===== config.mk =====
export PLATFORM = sky130hd
export DESIGN_NAME = cfgport_writer
export DESIGN_NICKNAME = d
export VERILOG_FILES = /design/src/rtl/cfgw_pkg.sv /design/src/rtl/cfgw_bitrev.sv /design/src/rtl/cfgw_xfer_ctr.sv /design/src/rtl/cfgw_host_if.sv /design/src/rtl/cfgport_writer.sv
export SDC_FILE = /design/constraint.sdc
export NUM_CORES = 1
export LEC_CHECK = 0
export ABC_AREA = 1
export ABC_CLOCK_PERIOD_IN_PS = 2190
export CELL_PAD_IN_SITES_DETAIL_PLACEMENT = 0
export CELL_PAD_IN_SITES_GLOBAL_PLACEMENT = 1
export CORE_MARGIN = 2
export CORE_UTILIZATION = 33
export CTS_CLUSTER_SIZE = 20
export DETAILED_ROUTE_END_ITERATION = 16
export HOLD_SLACK_MARGIN = 0.1
export PLACE_DENSITY_LB_ADDON = 0.15
export SYNTH_ARGS = -nofsm -noshare
export SYNTH_HDL_FRONTEND = slang
export SYNTH_HIERARCHICAL = 1
export SYNTH_SLANG_ARGS = --single-unit

===== constraint.sdc =====
create_clock -name clk -period 2.19 [get_ports clk]
set_clock_uncertainty 0.05 [all_clocks]
set_input_delay 0.219 -clock clk [delete_from_list [all_inputs] [get_ports clk]]
set_output_delay 0.219 -clock clk [all_outputs]
set_load 0.01 [all_outputs]

===== src/rtl/cfgw_pkg.sv =====
package cfgw_pkg;
    // host register addresses (word index)
    localparam int unsigned ADR_PUSH   = 0;
    localparam int unsigned ADR_CTRL   = 1;
    localparam int unsigned ADR_COUNT  = 2;
    localparam int unsigned ADR_STATUS = 3;
    localparam int unsigned ADR_PORTRD = 4;

    // bit positions
    localparam int unsigned CTRL_CLR_BIT    = 0;
    localparam int unsigned STAT_FLIGHT_BIT = 0;
    localparam int unsigned STAT_BUSY_BIT   = 1;

    localparam int unsigned HOST_W = 32;
endpackage


===== src/rtl/cfgw_bitrev.sv =====
module cfgw_bitrev #(
    parameter int DATA_W = 16
) (
    input  logic [DATA_W-1:0] word_i,
    output logic [DATA_W-1:0] word_o
);
    localparam int NBYTES = DATA_W / 8;

    for (genvar b = 0; b < NBYTES; b++) begin : g_byte
        for (genvar i = 0; i < 8; i++) begin : g_bit
            assign word_o[8*b+i] = word_i[8*b+7-i];
        end
    end
endmodule


===== src/rtl/cfgw_xfer_ctr.sv =====
module cfgw_xfer_ctr #(
    parameter int CNT_W = 32
) (
    input  logic             clk,
    input  logic             rst,
    input  logic             clr,
    input  logic             inc,
    output logic [CNT_W-1:0] count
);
    logic [CNT_W-1:0] cnt_d, cnt_q;

    always_comb begin
        cnt_d = cnt_q;
        if (clr) begin
            cnt_d = '0;
        end else if (inc) begin
            cnt_d = cnt_q + CNT_W'(1);
        end
    end

    always_ff @(posedge clk) begin
        if (rst) begin
            cnt_q <= '0;
        end else begin
            cnt_q <= cnt_d;
        end
    end

    assign count = cnt_q;
endmodule


===== src/rtl/cfgw_host_if.sv =====
module cfgw_host_if
    import cfgw_pkg::*;
#(
    parameter int ADDR_W = 4,
    parameter int DATA_W = 16,
    parameter int CNT_W  = 32
) (
    input  logic              hst_we,
    input  logic [ADDR_W-1:0] hst_waddr,
    input  logic              ctrl_clr_bit,
    input  logic [ADDR_W-1:0] hst_raddr,
    input  logic              in_flight,
    input  logic              busy,
    input  logic [CNT_W-1:0]  count,
    input  logic [DATA_W-1:0] port_rd,
    output logic              push_req,
    output logic              clr_req,
    output logic [HOST_W-1:0] rdata
);
    assign push_req = hst_we && (hst_waddr == ADDR_W'(ADR_PUSH));
    assign clr_req  = hst_we && (hst_waddr == ADDR_W'(ADR_CTRL)) && ctrl_clr_bit;

    always_comb begin
        rdata = '0;
        case (hst_raddr)
            ADDR_W'(ADR_COUNT): rdata = HOST_W'(count);
            ADDR_W'(ADR_STATUS): begin
                rdata[STAT_FLIGHT_BIT] = in_flight;
                rdata[STAT_BUSY_BIT]   = busy;
            end
            ADDR_W'(ADR_PORTRD): rdata = HOST_W'(port_rd);
            default: rdata = '0;
        endcase
    end
endmodule


===== src/rtl/cfgport_writer.sv =====
module cfgport_writer
    import cfgw_pkg::*;
#(
    parameter int DATA_W       = 16,
    parameter bit WAIT_ON_BUSY = 1'b0,
    parameter int ADDR_W       = 4,
    parameter int CNT_W        = 32
) (
    input  logic              clk,
    input  logic              rst,
    input  logic              hst_we,
    input  logic [ADDR_W-1:0] hst_waddr,
    input  logic [31:0]       hst_wdata,
    input  logic [ADDR_W-1:0] hst_raddr,
    output logic [31:0]       hst_rdata,
    output logic              cfg_cs_n,
    output logic              cfg_rdwr_n,
    output logic [DATA_W-1:0] cfg_din,
    input  logic [DATA_W-1:0] cfg_dout,
    input  logic              cfg_busy
);
    typedef struct packed {
        logic              cs_n;
        logic              rdwr_n;
        logic [DATA_W-1:0] din;
    } port_st_t;

    port_st_t          st_d, st_q;
    logic              push_req;
    logic              clr_req;
    logic              stall;
    logic              accept;
    logic [DATA_W-1:0] rev_word;
    logic [CNT_W-1:0]  xfer_count;

    if (DATA_W < 32) begin : g_fold
        logic unused_hi;
        assign unused_hi = ^hst_wdata[31:DATA_W];
    end

    cfgw_host_if #(
        .ADDR_W(ADDR_W),
        .DATA_W(DATA_W),
        .CNT_W (CNT_W)
    ) u_host (
        .hst_we      (hst_we),
        .hst_waddr   (hst_waddr),
        .ctrl_clr_bit(hst_wdata[CTRL_CLR_BIT]),
        .hst_raddr   (hst_raddr),
        .in_flight   (!st_q.cs_n),
        .busy        (cfg_busy),
        .count       (xfer_count),
        .port_rd     (cfg_dout),
        .push_req    (push_req),
        .clr_req     (clr_req),
        .rdata       (hst_rdata)
    );

    cfgw_bitrev #(.DATA_W(DATA_W)) u_rev (
        .word_i(hst_wdata[DATA_W-1:0]),
        .word_o(rev_word)
    );

    // a word in flight is held only in the busy-aware build
    assign stall  = WAIT_ON_BUSY && !st_q.cs_n && cfg_busy;
    assign accept = !st_q.cs_n && !stall;

    always_comb begin
        st_d        = st_q;
        st_d.rdwr_n = 1'b0;
        if (stall) begin
            st_d.cs_n = 1'b0;
        end else if (push_req) begin
            st_d.cs_n = 1'b0;
            st_d.din  = rev_word;
        end else begin
            st_d.cs_n = 1'b1;
        end
    end

    always_ff @(posedge clk) begin
        if (rst) begin
            st_q.cs_n   <= 1'b1;
            st_q.rdwr_n <= 1'b1;
            st_q.din    <= '0;
        end else begin
            st_q <= st_d;
        end
    end

    cfgw_xfer_ctr #(.CNT_W(CNT_W)) u_ctr (
        .clk  (clk),
        .rst  (rst),
        .clr  (clr_req),
        .inc  (accept),
        .count(xfer_count)
    );

    assign cfg_cs_n   = st_q.cs_n;
    assign cfg_rdwr_n = st_q.rdwr_n;
    assign cfg_din    = st_q.din;
endmodule


# Word level (Yosys, flattened, before mapping)
# Cells that the tools add are included.
[word_totals] output_inout_bits=50 input_bits=60 word_cells=20 register_bits=50
[classes] reduce_logical=6 eq_ne=4 add_sub_neg=1 mux=5
[ops] operator="$pmux W30 S2" count=1
[ops] operator="$add A32 B1 Y32 const B" count=1
[ops] operator="$mux W17" count=1
[ops] operator="$mux W16" count=1
[ops] operator="$eq A4 B2 Y1 const B" count=2
[ops] operator="$pmux W2 S3" count=1
[ops] operator="$eq A4 B1 Y1 const B" count=1
[ops] operator="$eq A4 B3 Y1 const B" count=1
[ops] operator="$logic_not A4 Y1" count=1
[ops] operator="$logic_and A1 B1 Y1" count=3
[ops] operator="$reduce_or A2 Y1" count=1
[ops] operator="$logic_not A1 Y1" count=1
[ops] operator="$mux W1" count=1

# Logic depth before layout (Yosys ltp)
[logic_depth] depth_word=4 mapped_depth=10 depth_no_buf=9

# Cells and area by module
# The synthesis kept the hierarchy.
[modules_own_cells] mod="cfgw_xfer_ctr" seq_area_each_um2=640.6 area_per_inst_um2=1840.5 n_inst=1 cells_per_inst=284
[modules_own_cells] mod="cfgport_writer" seq_area_each_um2=360.3 area_per_inst_um2=742.0 n_inst=1 cells_per_inst=106
[modules_own_cells] mod="cfgw_host_if" seq_area_each_um2=0.0 area_per_inst_um2=504.2 n_inst=1 cells_per_inst=103
[modules_own_cells] mod="cfgw_bitrev" seq_area_each_um2=0.0 area_per_inst_um2=120.1 n_inst=1 cells_per_inst=16

# Least setup slack after synthesis
# No wires, ideal clock.
[synth_timing] path_kind="reg-to-reg" start="register u_ctr.cnt_q[0] (netlist: u_ctr/count[0])" end="register u_ctr.cnt_q[28] (netlist: u_ctr/count[28])" required_ns=2.025 path_buffers=0 arrival_ns=1.204 stages_incl_launch_ff=9 setup_time_ns=0.115 synth_period_minus_slack_ns=1.369 setup_slack_ns=0.821 path_cell_list="dfxtp_1 > ha_1 > nand2_4 > nor2_4 > nand3_4 > nor2_2 > nand3_1 > nand2_1 > nor2_1"
[synth_between] elab_chain_len=1
[synth_lines] element="start, declared" line="cfgw_xfer_ctr.sv:10" rtl="logic [CNT_W-1:0] cnt_d, cnt_q;"
[synth_lines] element="start signal, assigned" line="cfgw_xfer_ctr.sv:25" rtl="cnt_q <= cnt_d;"
[synth_lines] element="$add A32 B1 Y32" line="cfgw_xfer_ctr.sv:17" rtl="cnt_d = cnt_q + CNT_W'(1);"
# Every way passes these cells.
# A chain may end at the register's enable or synchronous reset.

# Worst setup path in the final report
[layout_timing] start="input port hst_raddr[2]" end="output port hst_rdata[7]"
[layout_between] elab_chain_len=2 elab_cells_between_ends=3 cone_classes="2 x eq/ne; 1 x mux"
[layout_lines] element="start, declared" line="cfgport_writer.sv:14" rtl="input logic [ADDR_W-1:0] hst_raddr,"
[layout_lines] element="$eq A4 B3 Y1 / $eq A4 B2 Y1 (equally long branches)" line="cfgw_host_if.sv:25" rtl="case (hst_raddr)"
[layout_lines] element="$pmux W30 S2 *" line="cfgw_host_if.sv:25"
[layout_lines] element="end, declared" line="cfgport_writer.sv:15" rtl="output logic [31:0] hst_rdata,"
# Every way passes the cells marked *; elsewhere a longest branch is shown, timed or not.

==> results.json <==
{
  "total_power_uw": 1705,
  "drt_pre_antenna_iters": 4,
  "r2r-end": "u_ctr/count[24]",
  "power_density_mw_per_mm2": 400.4,
  "critical_path_class": "in -> out",
  "yosysTopAreaCell": "dfxtp_1",
  "p_sw_uw": 435.7,
  "worst_r2r_path_depth": 8,
  "hold_path_class": "in -> reg",
  "grt_pass1_wl_microns": 13690,
  "synth_area_leaders": "dfxtp_1 31%, nand2_1 14%, nor2_1 10%",
  "p_sw_share_pct": 25.56,
  "r2r_setup_slack_ns": 0.59,
  "port_buffers": 93,
  "maxCapViolations": 0,
  "ys.flop_type": "dfxtp_1",
  "r2r_start": "u_ctr/count[0]",
  "insertion_delay_ns": 0.31,
  "synth_cells": 509,
  "layout-drive-gt1-share_pct": 10.54,
  "fin_crit_ns": 2.095,
  "die_h_microns": 102.6,
  "grt_pass1_vias": 3114,
  "drc_errors": 0,
  "cts_tree": "done",
  "drv_slew": 0,
  "syn-num-nets": 570,
  "seq_power_share_pct": 54.0,
  "hold_viol_final": 0,
  "drt_iter0_markers": 95,
  "routed_via_density": 4.477,
  "diodes": 0,
  "via_count": 3210,
  "finalCritPeriodShare_pct": 95.68,
  "synth-edff-count": 0,
  "clock-sinks": 50,
  "ant_nets": 0,
  "antenna_found_initial": 0,
  "rsz0062_at_grt": "true",
  "num-nets-final": 648,
  "gp_congestion": 0.8506,
  "ctsHtreeMaxLevel": 2,
  "area_delta_synth_final_pct": 32.77,
  "layout_commonest_cell": "nand2_1",
  "cpMostUsedCell": "clkdlybuf4s50_1",
  "crit_slowest_cell": "clkdlybuf4s50_1",
  "critPathLaunchType": "input port",
  "path_clk_slew_ns": 0.09,
  "worst_pin_slew_ns": 0.3176,
  "track_usage_pct": 16.20,
  "crit_end": "hst_rdata[7]",
  "status": "complete, no violations",
  "cp_data_arrival_time_ns": 1.83,
  "crit_path_end_kind": "primary output",
  "yosysWarnings": 6,
  "slowest_delay_ns": 0.54,
  "pwr-share-comb_pct": 13.0,
  "cts_setup_buffers": 0,
  "setup_tns_ns": 0,
  "routedWlPerCell_microns": 11.30,
  "multi_input_area_sq_mm": 0.001679,
  "required_ns": 1.92,
  "async_reset_ff_share_pct": 0,
  "p_clk_share_pct": 33.0,
  "syn_area_per_cell_sq_um": 6.300,
  "synth.distinct_cells": 29,
  "ys_ff_latch": 50,
  "drt-total-wl_microns": 8104,
  "numCtsBuffers": 5,
  "ys_seq_area_share_pct": 31.21,
  "grt_overflow_total": 0,
  "die_w_microns": 102.6,
  "coreArea_sq_mm": 0.009328,
  "ios": 110,
  "ir_drop_mv": 0.2496,
  "timing.hold.ws_ns": 0.4035,
  "fillerInstances": 987,
  "dp_hpwl_microns": 6328,
  "syn_area_sq_mm": 0.003207,
  "synth_top_area_share_pct": 31.21,
  "p_int_uw": 1269,
  "cts_buffer_depth": 2,
  "slew_headroom_pct": 78.83,
  "layout_common_cells": "118 x nand2_1, 92 x clkdlybuf4s50_1, 86 x nor2_1",
  "crit_path_cell_trace": "clkdlybuf4s50_1, inv_1, nor2_2, buf_12, nand3_1, nand2_1, clkdlybuf4s50_1",
  "rows": 35,
  "crit_fanout": 14,
  "power.leakage_uw": 0.001692,
  "area.sequential_sq_mm": 0.001001,
  "start_util_pct": 34.38,
  "fmax_ghz": 0.4772,
  "grt_start_max_net_pins": 34,
  "finalSetupViolCount": 0,
  "startpoint": "hst_raddr[2]",
  "dieArea_sq_mm": 0.01052,
  "clockRootBuffer": "clkbuf_8"
}
==> area by class of cell <==
| class | instances | share of cell area (%) |
|---|---|---|
| clock buffers | 5 | 1.616 |
| well taps | 129 | 3.791 |
| repair buffers | 100 | 24.33 |
| inverters | 76 | 6.818 |
| multi-input cells | 354 | 39.44 |
| clock inverters | 3 | 0.4996 |
| flip-flops and latches | 50 | 23.51 |
==> repair_timing <==
action / 4_1_cts / 5_1_grt
hold buffers: 0 / 0
gates resized for setup: 0 / 1
setup endpoints to repair: 0 / 14
==> state kept, by name, summed over array words and instances, names as in the netlist <==
register and cells:
cfg_rdwr_n 1, cfg_din 16, u_ctr/count 32, cfg_cs_n 1
==> worst min-delay path by stage <==
stage	from	to	slack [ns]	cells past startpoint
after CTS	rst	cfg_rdwr_n	0.39	1
final	rst	cfg_rdwr_n	0.40	1
after floorplan	rst	cfg_rdwr_n	0.20	0
after detailed placement	cfg_din[1]	cfg_din[1]	0.42	2
after global routing	rst	cfg_rdwr_n	0.39	1
after global placement	cfg_din[10]	cfg_din[10]	0.41	2
==> cell usage after synthesis (2+ instances only) <==
library cell,count
nand2_1,118
nand2_2,5
nor3b_1,2
a21oi_1,22
inv_2,3
nor2_2,24
nand2_4,2
nor2_1,86
nand4_1,11
buf_4,18
inv_1,72
o21ai_0,6
nor2_4,9
nor3_1,3
buf_6,4
dfxtp_1,50
nand3_1,59
clkbuf_8,2
buf_2,3
==> power groups by stage <==
stage	Clock (uW)	Sequential [uW]	Combinational, uW
2_1_floorplan	0	945	108
3_3_place_gp	0	941	221
3_5_place_dp	0	941	225
4_1_cts	586	921	225
5_1_grt	615	922	245
6_report	563	920	222
==> logic make-up (layout without fill, tap and decap cells) <==
family,Yosys count,in the layout,share of synthesized area (%)
flops,50,50,31.21
fa+ha+maj,1,1,0.3901
compound gates,30,30,4.838
buf+inv,105,184,16.58
simple gates,323,323,46.98
==> per-layer routing <==
metal	track usage, %	wire length [microns]	share of wire (%)	up-vias
met3	3.390	347	4.3	9
met4	4.000	89	1.1	0
met1	19.98	3799	47	1427
met2	28.81	3868	48	56
met5	0	0	0	-
li1	-	-	-	1718
==> critical path: cells and delay by family <==
family	cells	cell delay, ns
AND/OR/NAND/NOR	3	0.31
buffers and inverters	4	1.31
==> metrics by stage <==
| stage | instance area, sq um | setup slack (ns) | utilization [%] | instances |
|---|---|---|---|---|
| detailed placement | 4165 | 0.07444 | 44.65 | 709 |
| global route | 4258 | -0.03774 | 45.65 | 717 |
| floorplan | 3207 | 0.8209 | - | 509 |
| CTS | 4255 | 0.07484 | 45.62 | 717 |
| global placement | 4165 | 0.09146 | 44.65 | 709 |
| finish | 4258 | 0.09451 | 45.65 | 717 |
No activity file was read; power rests on OpenSTA's default activity.
